==> src/rtl/usr_pkg.sv <==
package usr_pkg;
  localparam int REG_W    = 32;
  localparam int EXC_N    = 5;
  localparam int FLAG_N   = EXC_N + 1;
  localparam int FLAG_LSB = 0;
  localparam int TEN_LSB  = 25;
  localparam int RND_LSB  = 22;
  localparam int IPF_LSB  = 15;
  localparam int DPF_LSB  = 13;
  localparam int PCE_LSB  = 10;
  localparam int LPC_LSB  = 8;
  localparam int BUSY_BIT = 31;
  localparam int RND_W    = 2;
  localparam int IPF_W    = 2;
  localparam int DPF_W    = 2;
  localparam int PCE_W    = 3;
  localparam int LPC_W    = 2;

  typedef enum logic [RND_W-1:0] {
    RND_NEAR_EVEN = 2'b00,
    RND_ZERO      = 2'b01,
    RND_DOWN      = 2'b10,
    RND_UP        = 2'b11
  } round_e;

  localparam logic [IPF_W-1:0] IPF_RSVD = 2'b11;

  typedef struct packed {
    round_e             rnd;
    logic [IPF_W-1:0]   ipf;
    logic [DPF_W-1:0]   dpf;
    logic [PCE_W-1:0]   pce;
    logic [LPC_W-1:0]   lpc;
  } ctrl_t;
endpackage

==> src/rtl/usr_sticky_bank.sv <==
module usr_sticky_bank #(
  parameter int N = 6
) (
  input  logic         clk_i,
  input  logic         rst_ni,
  input  logic         wr_en_i,
  input  logic [N-1:0] wr_val_i,
  input  logic [N-1:0] evt_i,
  output logic [N-1:0] flags_o
);
  logic [N-1:0] flags_q;
  logic [N-1:0] flags_d;

  for (genvar k = 0; k < N; k++) begin : g_flag
    always_comb begin
      flags_d[k] = flags_q[k];
      if (wr_en_i) flags_d[k] = wr_val_i[k];
      if (evt_i[k]) flags_d[k] = 1'b1;
    end

    always_ff @(posedge clk_i or negedge rst_ni) begin
      if (!rst_ni) flags_q[k] <= 1'b0;
      else         flags_q[k] <= flags_d[k];
    end
  end

  assign flags_o = flags_q;

  // without a write no set flag drops
  a_r2_flag_holds: assert property (@(posedge clk_i) disable iff (!rst_ni)
    !wr_en_i |=> ((flags_q & $past(flags_q)) == $past(flags_q)));
  // an event always leaves its flag set, write or not
  a_r3_event_sets: assert property (@(posedge clk_i) disable iff (!rst_ni)
    (evt_i != '0) |=> ((flags_q & $past(evt_i)) == $past(evt_i)));
endmodule

==> src/rtl/usr_ctrl_fields.sv <==
module usr_ctrl_fields
  import usr_pkg::*;
(
  input  logic  clk_i,
  input  logic  rst_ni,
  input  logic  wr_en_i,
  input  ctrl_t wr_ctrl_i,
  output ctrl_t ctrl_o
);
  ctrl_t ctrl_q;
  ctrl_t ctrl_d;

  always_comb begin
    ctrl_d = ctrl_q;
    if (wr_en_i) begin
      ctrl_d.rnd = wr_ctrl_i.rnd;
      ctrl_d.dpf = wr_ctrl_i.dpf;
      ctrl_d.pce = wr_ctrl_i.pce;
      ctrl_d.lpc = wr_ctrl_i.lpc;
      if (wr_ctrl_i.ipf != IPF_RSVD) ctrl_d.ipf = wr_ctrl_i.ipf;
    end
  end

  always_ff @(posedge clk_i or negedge rst_ni) begin
    if (!rst_ni) begin
      ctrl_q.rnd <= RND_NEAR_EVEN;
      ctrl_q.ipf <= '0;
      ctrl_q.dpf <= '0;
      ctrl_q.pce <= '0;
      ctrl_q.lpc <= '0;
    end else if (wr_en_i) begin
      ctrl_q <= ctrl_d;
    end
  end

  assign ctrl_o = ctrl_q;

  // the reserved prefetch code is never held
  a_r8_ipf_not_reserved: assert property (@(posedge clk_i) disable iff (!rst_ni)
    ctrl_q.ipf != IPF_RSVD);
  // fields hold without a write
  a_r10_ctrl_hold: assert property (@(posedge clk_i) disable iff (!rst_ni)
    !wr_en_i |=> $stable(ctrl_q));
  // rounding mode follows a write
  a_r7_round_loads: assert property (@(posedge clk_i) disable iff (!rst_ni)
    wr_en_i |=> (ctrl_q.rnd == $past(wr_ctrl_i.rnd)));
endmodule

==> src/rtl/usr_trap_arm.sv <==
module usr_trap_arm #(
  parameter int N = 5
) (
  input  logic         clk_i,
  input  logic         rst_ni,
  input  logic         wr_en_i,
  input  logic [N-1:0] wr_bits_i,
  input  logic         sync_i,
  input  logic [N-1:0] evt_i,
  output logic [N-1:0] en_field_o,
  output logic         trap_o
);
  logic [N-1:0] en_q, en_d;
  logic [N-1:0] eff_q, eff_d;
  logic         trap_q, trap_d;

  always_comb begin
    en_d   = wr_en_i ? wr_bits_i : en_q;
    eff_d  = sync_i ? en_q : eff_q;
    trap_d = |(evt_i & eff_q);
  end

  always_ff @(posedge clk_i or negedge rst_ni) begin
    if (!rst_ni) begin
      en_q   <= '0;
      eff_q  <= '0;
      trap_q <= 1'b0;
    end else begin
      if (wr_en_i) en_q <= en_d;
      if (sync_i)  eff_q <= eff_d;
      trap_q <= trap_d;
    end
  end

  assign en_field_o = en_q;
  assign trap_o     = trap_q;

  // field reads back the written value
  a_r4_field_loads: assert property (@(posedge clk_i) disable iff (!rst_ni)
    wr_en_i |=> (en_q == $past(wr_bits_i)));
  // effective enables move only on sync
  a_r5_eff_stable: assert property (@(posedge clk_i) disable iff (!rst_ni)
    !sync_i |=> $stable(eff_q));
  // sync captures the pre-edge field
  a_r5_sync_loads: assert property (@(posedge clk_i) disable iff (!rst_ni)
    sync_i |=> (eff_q == $past(en_q)));
  // trap only after an armed event
  a_r6_no_unarmed_trap: assert property (@(posedge clk_i) disable iff (!rst_ni)
    ((evt_i & eff_q) == '0) |=> !trap_q);
  // an armed event always traps
  a_r6_armed_trap: assert property (@(posedge clk_i) disable iff (!rst_ni)
    ((evt_i & eff_q) != '0) |=> trap_q);
endmodule

==> src/rtl/usr_status_reg.sv <==
module usr_status_reg
  import usr_pkg::*;
(
  input  logic              clk,
  input  logic              rst_n,
  input  logic              wr_en,
  input  logic [REG_W-1:0]  wr_data,
  input  logic [FLAG_N-1:0] evt,
  input  logic              sync_pulse,
  input  logic              pf_busy,
  output logic [REG_W-1:0]  status_word,
  output logic [RND_W-1:0]  round_mode,
  output logic [IPF_W-1:0]  ifetch_lines,
  output logic [DPF_W-1:0]  dfetch_level,
  output logic              trap_req
);
  ctrl_t             wr_ctrl;
  ctrl_t             ctrl;
  logic [FLAG_N-1:0] flags;
  logic [EXC_N-1:0]  en_field;
  logic              unused_wr_bits;

  always_comb begin
    wr_ctrl.rnd = round_e'(wr_data[RND_LSB +: RND_W]);
    wr_ctrl.ipf = wr_data[IPF_LSB +: IPF_W];
    wr_ctrl.dpf = wr_data[DPF_LSB +: DPF_W];
    wr_ctrl.pce = wr_data[PCE_LSB +: PCE_W];
    wr_ctrl.lpc = wr_data[LPC_LSB +: LPC_W];
  end

  assign unused_wr_bits = ^{wr_data[31:30], wr_data[24], wr_data[21:17], wr_data[7:6]};

  usr_sticky_bank #(.N(FLAG_N)) u_flags (
    .clk_i    (clk),
    .rst_ni   (rst_n),
    .wr_en_i  (wr_en),
    .wr_val_i (wr_data[FLAG_LSB +: FLAG_N]),
    .evt_i    (evt),
    .flags_o  (flags)
  );

  usr_ctrl_fields u_ctrl (
    .clk_i     (clk),
    .rst_ni    (rst_n),
    .wr_en_i   (wr_en),
    .wr_ctrl_i (wr_ctrl),
    .ctrl_o    (ctrl)
  );

  usr_trap_arm #(.N(EXC_N)) u_trap (
    .clk_i      (clk),
    .rst_ni     (rst_n),
    .wr_en_i    (wr_en),
    .wr_bits_i  (wr_data[TEN_LSB +: EXC_N]),
    .sync_i     (sync_pulse),
    .evt_i      (evt[FLAG_N-1:1]),
    .en_field_o (en_field),
    .trap_o     (trap_req)
  );

  always_comb begin
    status_word                       = '0;
    status_word[FLAG_LSB +: FLAG_N]   = flags;
    status_word[LPC_LSB +: LPC_W]     = ctrl.lpc;
    status_word[PCE_LSB +: PCE_W]     = ctrl.pce;
    status_word[DPF_LSB +: DPF_W]     = ctrl.dpf;
    status_word[IPF_LSB +: IPF_W]     = ctrl.ipf;
    status_word[RND_LSB +: RND_W]     = ctrl.rnd;
    status_word[TEN_LSB +: EXC_N]     = en_field;
    status_word[BUSY_BIT]             = pf_busy;
  end

  assign round_mode   = ctrl.rnd;
  assign ifetch_lines = ctrl.ipf;
  assign dfetch_level = ctrl.dpf;

  // saturation flag is visible in bit 0 one cycle after its pulse
  a_r2_sat_visible: assert property (@(posedge clk) disable iff (!rst_n)
    evt[0] |=> status_word[0]);
endmodule

==> config.mk <==
export PLATFORM = sky130hd
export DESIGN_NAME = usr_status_reg
export DESIGN_NICKNAME = d
export VERILOG_FILES = /design/src/rtl/usr_pkg.sv /design/src/rtl/usr_sticky_bank.sv /design/src/rtl/usr_ctrl_fields.sv /design/src/rtl/usr_trap_arm.sv /design/src/rtl/usr_status_reg.sv
export SDC_FILE = /design/constraint.sdc
export NUM_CORES = 1
export LEC_CHECK = 0
export ABC_CLOCK_PERIOD_IN_PS = 1190
export BUFFER_PORTS_ARGS = -buffer_cell sky130_fd_sc_hd__buf_4
export CAP_MARGIN = 20
export CORE_MARGIN = 2
export CORE_UTILIZATION = 41
export DETAILED_ROUTE_END_ITERATION = 10
export HOLD_SLACK_MARGIN = 0.03
export PLACE_DENSITY = 0.78
export SYNTH_ARGS = -nofsm -noshare
export SYNTH_HDL_FRONTEND = slang
export SYNTH_HIERARCHICAL = 1
export SYNTH_SLANG_ARGS = --single-unit
export TNS_END_PERCENT = 100
==> constraint.sdc <==
create_clock -name clk -period 1.19 [get_ports clk]
set_input_delay 0.1785 -clock clk [delete_from_list [all_inputs] [get_ports clk]]
set_output_delay 0.1785 -clock clk [all_outputs]
set_load 0.005 [all_outputs]
==> impl_metrics.csv <==
group,metric,value,unit
routing,drt_wl_total,2470,um
clock_tree,clockRootBuffer,"clkbuf_4",
grt,grt_pass1_vias,829,
outcome,status,"completed",
grt,antenna_found_initial,0,
job,max_cap_viol_count,0,
clock_tree,clock_latency,0.32,ns
layout,final_cell_mix,"buf_4, dfrtp_1, mux2_2, conb_1, mux2_4",
power_and_ir_drop,p_clk_share,28.1,%
routing,dr.first_iter.drc_count,14,
logic_synthesis,avgSynthCellArea,14.6,um^2
power_and_ir_drop,p_switching,483,uW
timing,fin_setup_tns,0,ns
floorplan,core_region_area,2980,um^2
power_and_ir_drop,ir_worst_vdd,0.746,mV
floorplan,io_pins,82,
critical_path,end_kind,"register",
logic_synthesis,synthCells,86,
placed_design,dpl.hpwl,1830,um
power_and_ir_drop,power.internal,1700,uW
critical_path,worstSetupPathType,"primary input to register",
logic_synthesis,synth_cell_type_count,18,
grt,grt.overflow.total,0,
floorplan,start_util,42.2,%
floorplan,num_rows,20,
routing,drc,0,
floorplan,fp.dieH,59.4,um
critical_path,cp_max_fo,2,
routing,drt-pass1-iter-count,4,
layout,final_util,59.4,%
power_and_ir_drop,comb_power_share,20.8,%
routing,wl_per_cell,13.6,um
clock_tree,cts_max_level,1,
power_and_ir_drop,p_leak,0.000876,uW
timing,maxSlewViolCount,0,
critical_path,endpoint,"u_trap/trap_o",
power_and_ir_drop,power.density,1230,nW/um^2
logic_synthesis,synth_warnings,6,
critical_path,arrival,1.34,ns
timing,fmaxAchievable,0.888,GHz
timing,post-route-period-util,94.6,%
worst_hold_path,hold_path_class,"primary input to register",
layout,final_nets,192,
critical_path,r2r-start,"u_trap/eff_q[0]",
critical_path,reg2reg_depth,2,
timing,rsz0062_at_grt,"no",
timing,setup_violations,0,
critical_path,reg2reg_to,"u_trap/trap_o",
clock_tree,cts_tree,"yes",
clock_tree,clk_pin_slew,0.14,ns
timing,fin_skew,0.00296,ns
layout,syn2layout_area_growth,40.7,%
grt,grt_usage,14.6,%
placed_design,dp.cells,169,
routing,routed_via_density,4.60,
critical_path,cp.required,1.40,ns
logic_synthesis,ys_seq_area_share,55.7,%
placed_design,dpl-instance-area,1640,um^2
clock_tree,cts_buffer_depth,2,
timing,finalHoldViolCount,0,
critical_path,worst_setup_path_start_kind,"primary input",
floorplan,die-area,3530,um^2
power_and_ir_drop,swShare,22.1,%
clock_tree,post_cts_buffers,0,
timing,whs,0.0563,ns
routing,vias,832,
clock_tree,cts_buffers,3,
floorplan,die_width,59.4,um
placed_design,port_buffers,60,
layout,fin_area,1770,um^2
placed_design,place.gp.congestion,0.689,
layout,n_fill_cell,258,
critical_path,crit_start,"evt[1]",
grt,grt_pass1_wl,3740,um
timing,fin_crit,1.13,ns
logic_synthesis,ys_ff_latch,28,
clock_tree,cts.sinks,28,
layout,antennaDiodeCount,0,
grt,grt_max_degree,29,
routing,postRouteAntennaNets,0,
power_and_ir_drop,p_seq_share,51.1,%
layout,stdcell_count,181,
layout,drive_above_1_share,61.5,%
critical_path,r2r_slack,0.20,ns
logic_synthesis,synth_area,1260,um^2
layout,final_common_cell,"buf_4",
==> final cells by class <==
type | instances | area (um^2) | area share (%)
Clock buffer | 3 | 22.5 | 1.27
Tap cell | 33 | 41.3 | 2.33
Timing Repair Buffer | 68 | 531 | 30.0
Inverter | 1 | 3.75 | 0.212
Clock inverter | 1 | 30.0 | 1.70
Sequential cell | 28 | 701 | 39.6
Multi-Input combinational cell | 47 | 440 | 24.9
==> timing repair <==
action                                 4_1_cts  5_1_grt
hold buffers                                 2        6
endpoints found under the hold margin       29        5
gates resized for setup                      0        0
==> metal layers <==
metal	vias up	part of all wire [%]	GRT usage, %
met3	2	5.7	3.71
li1	395	-	-
met4	0	0.41	5.84
met5	-	0	0
met2	34	55	25.4
met1	401	39	17.0
==> critical path, cell delays in order <==
cell           delay (ns)
dlygate4sd3_1        0.55
buf_4                0.14
a222oi_1             0.39
nand2_1              0.09
==> power by group through the flow <==
stage / sequential, uW / clock, uW / combinational, uW
floorplan: 1130 / 0 / 220
global placement: 1130 / 0 / 429
detailed placement: 1130 / 0 / 438
CTS: 1120 / 641 / 445
global route: 1130 / 678 / 495
finish: 1110 / 613 / 455
==> through the flow <==
stage / power [uW] / worst slack, ns
detailed placement: 1570 / 0.115
finish: 2180 / 0.0643
global placement: 1560 / 0.165
floorplan: 1350 / 0.296
global route: 2300 / 0.0551
CTS: 2200 / 0.0855
==> registers in the layout (all words and copies together), names as in the netlist <==
name and count:
u_flags/flags_o 6, u_trap/eff_q 5, u_ctrl/ctrl_o 11, u_trap/en_field_o 5, u_trap/trap_o 1
==> worst min path at each step <==
stage,start,endpoint,slack (ns),cells past startpoint
3_3_place_gp,rst_n,u_ctrl/ctrl_o[7],0.11,1
5_1_grt,wr_data[1],u_flags/flags_o[1],0.03,2
6_report,wr_data[1],u_flags/flags_o[1],0.06,2
3_5_place_dp,rst_n,u_trap/en_field_o[0],0.12,1
2_1_floorplan,rst_n,u_ctrl/ctrl_o[0],-0.12,0
4_1_cts,evt[2],u_flags/flags_o[2],0.03,2
==> synth_stat cells <==
cell,n,area share (%)
dfrtp_1,28,56
nor2b_1,2,0.99
buf_6,2,1.8
mux2_2,10,9.0
a21oi_1,1,0.40
a211o_2,3,2.4
nand2_1,1,0.30
a222oi_1,1,0.80
inv_1,1,0.30
o21a_1,1,0.60
nor2b_4,1,1.1
or2b_1,1,0.60
a211o_1,3,2.1
mux2_4,9,11
conb_1,1,0.30
nor2b_2,4,2.8
buf_4,16,9.6
a22oi_1,1,0.60
==> kinds of logic (layout without fill, tap and decap cells) <==
logic type             Yosys count  count (layout)  synth area share, %
AO/OA/AOI/OAI                   10              10                 6.87
buffers and inverters           19              73                 11.6
other                            1               9                0.298
flip-flops                      28              28                 55.7
AND/OR/NAND/NOR                  9               9                 5.77
multiplexers                    19              19                 19.7
(Power assumes the default switching activity.)
